$ cat config.mk
export PLATFORM = sky130hd
export DESIGN_NAME = pport_top
export DESIGN_NICKNAME = d
export VERILOG_FILES = /design/src/rtl/pport_pkg.sv /design/src/rtl/pport_sync.sv /design/src/rtl/pport_regs.sv /design/src/rtl/pport_match.sv /design/src/rtl/pport_top.sv
export SDC_FILE = /design/constraint.sdc
export NUM_CORES = 1
export LEC_CHECK = 0
export BUFFER_PORTS_ARGS = -buffer_cell sky130_fd_sc_hd__buf_2
export CAP_MARGIN = 25
export CORE_MARGIN = 2
export CORE_UTILIZATION = 41
export CTS_CLUSTER_DIAMETER = 100
export DETAILED_ROUTE_END_ITERATION = 6
export GPL_TIMING_DRIVEN = 0
export MAX_ROUTING_LAYER = met4
export PLACE_DENSITY = 0.63
export SLEW_MARGIN = 30
export SYNTH_ARGS = -nofsm -noshare
export SYNTH_HDL_FRONTEND = slang
export SYNTH_SLANG_ARGS = --single-unit
$ cat constraint.sdc
create_clock -name clk -period 2.2 [get_ports clk]
set_clock_uncertainty 0.15 [all_clocks]
set_input_delay 0.44 -clock clk [delete_from_list [all_inputs] [get_ports clk]]
set_output_delay 0.44 -clock clk [all_outputs]
set_load 0.02 [all_outputs]
$ cat src/rtl/pport_pkg.sv
// Shared constants for the parallel port: register addresses and control
// field positions. Assumes the control register is at least 4 bits wide.
package pport_pkg;
    localparam int ADDR_W = 3;

    localparam logic [ADDR_W-1:0] A_DATA = 3'd0;
    localparam logic [ADDR_W-1:0] A_DIR  = 3'd1;
    localparam logic [ADDR_W-1:0] A_MASK = 3'd2;
    localparam logic [ADDR_W-1:0] A_CTRL = 3'd3;
    localparam logic [ADDR_W-1:0] A_ACK  = 3'd4;

    localparam int CTRL_W     = 4;
    localparam int CTL_LEVEL  = 0;
    localparam int CTL_AND    = 1;
    localparam int CTL_MODE   = 2;
    localparam logic [1:0] MODE_BIT = 2'b11;
endpackage

$ cat src/rtl/pport_sync.sv
// Multi-stage synchronizer for the pin inputs.
// Assumes each pin is an independent level; no bus coherency across bits.
module pport_sync #(
    parameter int WIDTH  = 8,
    parameter int STAGES = 2
) (
    input  logic             clk,
    input  logic             rst_n,
    input  logic [WIDTH-1:0] d,
    output logic [WIDTH-1:0] q
);
    logic [WIDTH-1:0] stage [STAGES];

    generate
        for (genvar i = 0; i < STAGES; i++) begin : g_stage
            // one flop rank of the synchronizer chain
            always_ff @(posedge clk) begin
                if (!rst_n)
                    stage[i] <= '0;
                else if (i == 0)
                    stage[i] <= d;
                else
                    stage[i] <= stage[(i > 0) ? i - 1 : 0];
            end
        end
    endgenerate

    assign q = stage[STAGES-1];
endmodule

$ cat src/rtl/pport_regs.sv
// Register bank of the port: output data, direction, mask, control,
// plus the acknowledge strobe and the combinational read mux.
// Assumes WIDTH >= CTRL_W.
module pport_regs
    import pport_pkg::*;
#(
    parameter int WIDTH = 8
) (
    input  logic              clk,
    input  logic              rst_n,
    input  logic              we,
    input  logic [ADDR_W-1:0] addr,
    input  logic [WIDTH-1:0]  wdata,
    input  logic [WIDTH-1:0]  pin_view,
    output logic [WIDTH-1:0]  rdata,
    output logic [WIDTH-1:0]  data_q,
    output logic [WIDTH-1:0]  dir_q,
    output logic [WIDTH-1:0]  mask_q,
    output logic [CTRL_W-1:0] ctrl_q,
    output logic              ack_pulse
);
    // register writes from the bus
    always_ff @(posedge clk) begin
        if (!rst_n) begin
            data_q <= '0;
            dir_q  <= '1;
            mask_q <= '1;
            ctrl_q <= '0;
        end else if (we) begin
            case (addr)
                A_DATA:  data_q <= wdata;
                A_DIR:   dir_q  <= wdata;
                A_MASK:  mask_q <= wdata;
                A_CTRL:  ctrl_q <= wdata[CTRL_W-1:0];
                default: ;
            endcase
        end
    end

    // acknowledge is a write to its own address, no storage
    assign ack_pulse = we && (addr == A_ACK);

    // read mux
    always_comb begin
        case (addr)
            A_DATA:  rdata = pin_view;
            A_DIR:   rdata = dir_q;
            A_MASK:  rdata = mask_q;
            A_CTRL:  rdata = {{(WIDTH-CTRL_W){1'b0}}, ctrl_q};
            default: rdata = '0;
        endcase
    end
endmodule

$ cat src/rtl/pport_match.sv
// Pattern evaluator: combines the unmasked pins at the chosen active level
// with AND or OR. Purely combinational. All-masked gives false in both modes.
module pport_match #(
    parameter int WIDTH = 8
) (
    input  logic [WIDTH-1:0] view,
    input  logic [WIDTH-1:0] mask,
    input  logic             active_high,
    input  logic             and_mode,
    input  logic             enable,
    output logic             hit
);
    logic [WIDTH-1:0] active;
    logic [WIDTH-1:0] incl;
    logic             any_hit;
    logic             all_hit;

    // evaluate per-pin activity and the two combining functions
    always_comb begin
        active  = active_high ? view : ~view;
        incl    = ~mask;
        any_hit = |(incl & active);
        all_hit = (|incl) && ((active & incl) == incl);
        hit     = enable && (and_mode ? all_hit : any_hit);
    end
endmodule

$ cat src/rtl/pport_top.sv
// Parallel port top: pin direction, output drive, synchronized read view,
// and a pattern interrupt raised on a false-to-true edge of the match,
// held until a software acknowledge. Synchronous active-low reset.
module pport_top
    import pport_pkg::*;
#(
    parameter int WIDTH       = 8,
    parameter int SYNC_STAGES = 2
) (
    input  logic              clk,
    input  logic              rst_n,
    input  logic              bus_we,
    input  logic [ADDR_W-1:0] bus_addr,
    input  logic [WIDTH-1:0]  bus_wdata,
    output logic [WIDTH-1:0]  bus_rdata,
    input  logic [WIDTH-1:0]  pin_in,
    output logic [WIDTH-1:0]  pin_out,
    output logic [WIDTH-1:0]  pin_oe,
    output logic              irq
);
    logic [WIDTH-1:0]  pin_s;
    logic [WIDTH-1:0]  pin_view;
    logic [WIDTH-1:0]  data_q;
    logic [WIDTH-1:0]  dir_q;
    logic [WIDTH-1:0]  mask_q;
    logic [CTRL_W-1:0] ctrl_q;
    logic              ack_pulse;
    logic              bitmode;
    logic              match_c;
    logic              match_q;
    logic              rise;
    logic              irq_q;

    pport_sync #(.WIDTH(WIDTH), .STAGES(SYNC_STAGES)) u_sync (
        .clk(clk), .rst_n(rst_n), .d(pin_in), .q(pin_s)
    );

    // inputs show the synchronized pin, outputs show the driven value
    assign pin_view = (dir_q & pin_s) | (~dir_q & data_q);

    pport_regs #(.WIDTH(WIDTH)) u_regs (
        .clk(clk), .rst_n(rst_n), .we(bus_we), .addr(bus_addr),
        .wdata(bus_wdata), .pin_view(pin_view), .rdata(bus_rdata),
        .data_q(data_q), .dir_q(dir_q), .mask_q(mask_q), .ctrl_q(ctrl_q),
        .ack_pulse(ack_pulse)
    );

    assign bitmode = (ctrl_q[CTL_MODE +: 2] == MODE_BIT);

    pport_match #(.WIDTH(WIDTH)) u_match (
        .view(pin_view), .mask(mask_q),
        .active_high(ctrl_q[CTL_LEVEL]), .and_mode(ctrl_q[CTL_AND]),
        .enable(bitmode), .hit(match_c)
    );

    assign rise = match_c && !match_q;

    // remember last condition and hold the request until acknowledged
    always_ff @(posedge clk) begin
        if (!rst_n) begin
            match_q <= 1'b0;
            irq_q   <= 1'b0;
        end else begin
            match_q <= match_c;
            if (rise)
                irq_q <= 1'b1;
            else if (ack_pulse)
                irq_q <= 1'b0;
        end
    end

    assign pin_out = data_q;
    assign pin_oe  = ~dir_q;
    assign irq     = irq_q;
endmodule

Yosys cells after proc, flatten, opt, wreduce, memory -nomap -nowiden:

Memory sizes are Yosys's and may differ from the RTL's.
Cells that the tools add are included.

* register bits: 30
* RAM bits: 16
* output and inout port bits: 25
* logic and storage cells: 44
* memories: 1

Memory list
* u_sync.stage: depth 2, width 8, read ports 2, clocked after Yosys merged registers in 0, write ports 2, RTL line pport_sync.sv:12 `logic [WIDTH-1:0] stage [STAGES];`

* eq/ne operators: 6
* multiplexer cells: 9
* bitwise gates (word level): 9
* reductions and logical operators: 13

Operator list (number)
* 8-bit case mux with 4 select lines: 1
* 8-bit bitwise AND: 3
* 8-bit two-way mux: 3
* 8-bit inverter: 3
* 8-bit OR reduction: 2
* 8-bit equality test: 1
* 8-bit OR: 1
* 2-bit AND reduction: 4
* 3-bit by 2-bit equality test with 1-bit output, second input constant: 2
* 1-bit two-way mux: 5
* 1-bit logical AND: 4
* 3-bit by 1-bit equality test with 1-bit output, second input constant: 1
* 3-bit equality test, second input constant: 1
* 3-bit zero test: 1
* 2-bit equality test, second input constant: 1
* 1-bit OR: 2
* 2-bit nonzero test: 1
* 1-bit zero test: 1

Depth between registers and ports, before layout:

* word-level depth: 12
* mapped depth: 7
* depth with buffers taken out: 6

By module:

A second synthesis with hierarchy kept.

* cells, all modules: 238
* area total of the unflattened synthesis: 2328.5 um^2

Modules (own cells, without submodules)
* pport_regs: times used 1, cells an instance 150, area each 1457.6 um^2, seq. area each 560.5 um^2
* pport_sync: times used 1, cells an instance 33, area each 446.7 um^2, seq. area each 320.3 um^2
* pport_top: times used 1, cells an instance 23, area each 222.7 um^2, seq. area each 40.0 um^2
* pport_match: times used 1, cells an instance 32, area each 201.4 um^2, seq. area each 0.0 um^2

Least setup slack after synthesis:

OpenSTA, ideal clock, no wires.

* path kind: input -> output
* from: input port bus_addr[0]
* to: output port bus_rdata[0]
* arrival time: 1468 ps
* required time: 1610 ps
* path slack: 142 ps
* cell stages on the path: 5
* path buffers: 1
* path through: clkbuf_1 -> o21ai_0 -> o21ai_0 -> nor2_1 -> a211oi_1

* word-level cells in the longest chain between the ends: 2

RTL lines
* start: declaration: RTL line pport_top.sv:13 `input logic [ADDR_W-1:0] bus_addr,`
* 3-bit by 2-bit equality test with 1-bit output, or another cell as far along: RTL line pport_regs.sv:45 `case (addr)`
* 8-bit case mux with 4 select lines (*): RTL line pport_regs.sv:45
* end: declaration: RTL line pport_top.sv:15 `output logic [WIDTH-1:0] bus_rdata,`

Every way passes the cells marked *; elsewhere a longest branch is shown, timed or not.

Final worst setup path:

* from: input port bus_addr[0]
* to: output port bus_rdata[3]

Same word-level chain as after synthesis.

==> flow_summary.yaml <==
timing:
  setup_violations: 0
  clock.fmax_mhz: 478.1
  rsz0062_at_grt: "no"
  worst_pin_slew_ns: 0.5573
  tns_ns: 0
  drv_slew: 0
  setup_slack_ns: 0.1083
  min_period_over_period: 0.9508
  relSlewSlack: 0.6285
  period_needed_ns: 2.092
  hold_violations: 0
global_route:
  grt_util_met1: 0.2731
  met3_usage: 0.04894
  grt-ovfl-total: 0
  antenna_found_initial: 0
  grt_pass1_wl_um: 8549
  grt_usage: 0.2075
  grt_pass1_vias: 1715
  grt_max_degree: 15
  busiest_layer: "met2"
  grt_use_met2: 0.3217
logic_synthesis:
  synthFlopType: "dfxtp_1"
  synth_seq_cells: 46
  async_flop_share: 0
  syn_area_sq_um: 2108
  syn_inst: 250
  ys_types: 30
  syn_area_per_cell_sq_um: 8.433
  synth_nets: 272
  synth_seq_area_share: 0.4368
  ys_warn_count: 0
  synth-edff-count: 0
routing:
  via_per_inst: 5.054
  vias: 1875
  first_iter_violations: 136
  avgRoutedWirePerCell_um: 14.54
  drc: 0
  wl_um: 5396
  ant_nets: 0
  drt_first_pass_iters: 4
placement:
  place_congestion: 0.9035
  placedCellCount: 364
  place_area_sq_um: 2416
  dp_hpwl_um: 4028
  dpl_worst_slack_ns: -0.1405
  port_buffers: 44
clocking:
  path_clk_slew_ns: 0.08
  htree_levels: 2
  insertion_delay_ns: 0.30
  cts_hold_buf: 0
  cts-buffers-inserted: 5
  cts_buffer_depth: 2
  cts_sinks: 46
  clock-root-buffer: "clkbuf_8"
  cts_tree: "built"
floorplan:
  io_pins: 47
  die_width_um: 75.71
  dieArea_sq_um: 5732
  rows: 26
  start_util: 0.4181
  die_y_um: 75.71
  core-area_sq_um: 5042
flow_run:
  max_cap_viol_count: 0
hold_path:
  hp-class: "in -> reg"
pwr:
  p_per_area_nw_per_um2: 634.5
  power_leakage_nw: 1.194
  vdd_ir_drop_max_mv: 0.3874
run_status:
  status: "finished clean"
cells_and_area:
  post-route-util: 0.5007
  multi_input_area_sq_um: 1072
  fillers: 507
  nets: 323
  final-instance-count-excl-fill: 371
  seq_area_sq_um: 922.1
  design_area_sq_um: 2525
  antenna_cells: 0
  area_delta_synth_final_pct: 19.76
  drive_gt1_frac: 0.2126
setup_path:
  critical_path_class: "in -> out"
  critical_path_required_ns: 1.61
  crit_fanout: 10
  startpoint_type: "input pin"
  crit_arrival_ns: 1.50
  reg2reg_slack_ns: 0.19
  end_kind: "output port"
[cell families (layout without fill, tap and decap cells)]
family | count (synthesis) | after routing | synth area share
AO/OA/AOI/OAI | 58 | 58 | 0.1875
buffers and inverters | 30 | 81 | 0.06291
flip-flops | 46 | 46 | 0.4368
XOR/XNOR | 7 | 7 | 0.02908
AND/OR/NAND/NOR | 92 | 92 | 0.2030
multiplexers | 17 | 17 | 0.08071
[power breakdown]
group / leakage, nW / total (mW) / internal [mW] / switching, mW
Combinational: 0.782 / 0.217 / 0.0877 / 0.129
Clock: 0.0362 / 0.504 / 0.217 / 0.287
Sequential: 0.376 / 0.881 / 0.861 / 0.0201
[cell usage after synthesis, types with 2 or more instances]
cell type | instances | area share
a21oi_1 | 9 | 0.021
xor2_1 | 7 | 0.029
o22ai_1 | 3 | 0.0089
nand3_1 | 4 | 0.0095
dfxtp_1 | 46 | 0.44
o21ai_0 | 12 | 0.028
and2_1 | 18 | 0.053
a211oi_1 | 4 | 0.014
a21boi_0 | 8 | 0.028
buf_6 | 2 | 0.011
nand2_1 | 44 | 0.078
o211ai_1 | 15 | 0.053
inv_1 | 16 | 0.028
nor2_1 | 15 | 0.027
nor2b_1 | 6 | 0.018
nand4_1 | 2 | 0.0059
clkbuf_1 | 10 | 0.018
mux2i_1 | 17 | 0.081
[layout make-up]
class / count / area share
flip-flops and latches: 46 / 0.3652
clock inverters: 2 / 0.005946
well taps: 70 / 0.03469
repair buffers: 44 / 0.08722
plain buffers: 14 / 0.03122
multi-input cells: 174 / 0.4247
inverters: 16 / 0.02379
clock buffers: 5 / 0.02725
[timing repair]
action	4_1_cts	5_1_grt
gates resized for setup	2	9
endpoints found under the setup margin	8	6
buffers inserted	0	0
[layer usage]
metal / part of all wire / routed length, um
met1: 0.47 / 2537
met2: 0.46 / 2498
met3: 0.052 / 283
met4: 0.014 / 77
met5: 0 / 0
[critical path, cell delays in order]
cell      delay [ns]
buf_2           0.13
buf_2           0.21
o21ai_0         0.21
nor2_1          0.06
a211oi_1        0.24
buf_2           0.21
[state kept, by name (all words and copies together) (netlist names)]
| name | cells |
|---|---|
| u_sync.stage | 16 |
| u_regs.dir_q | 8 |
| irq | 1 |
| u_regs.data_q | 8 |
| u_regs.mask_q | 8 |
| u_regs.ctrl_q | 4 |
| match_q | 1 |
[placed cells by master, fill, tap and decap left out, types with 9 or more instances in the layout]
cell type / instances
buf_2: 46
dfxtp_1: 45
nor2_1: 15
nand2_1: 44
and2_1: 18
mux2i_1: 16
a21oi_1: 9
o21ai_0: 12
o211ai_1: 15
inv_1: 16
[stage by stage]
stage,hold slack (ns),total power [mW]
final,0.1920,1.602
after CTS,0.1864,1.614
after global routing,0.1851,1.672
after detailed placement,0.2669,1.112
after global placement,0.2582,1.110
after floorplan,0.2557,1.032
[worst paths after layout]
| check | to | startpoint | depth (start not counted) |
|---|---|---|---|
| worst max register to register | irq | u_regs.dir_q[1] | 6 |
| worst min-delay path | u_sync.stage[0][5] | pin_in[5] | 2 |
| worst min register to register | u_sync.stage[1][7] | u_sync.stage[0][7] | 1 |
| worst max-delay path | bus_rdata[3] | bus_addr[0] | 6 |
Note: power is estimated with default switching activity, not from simulation.
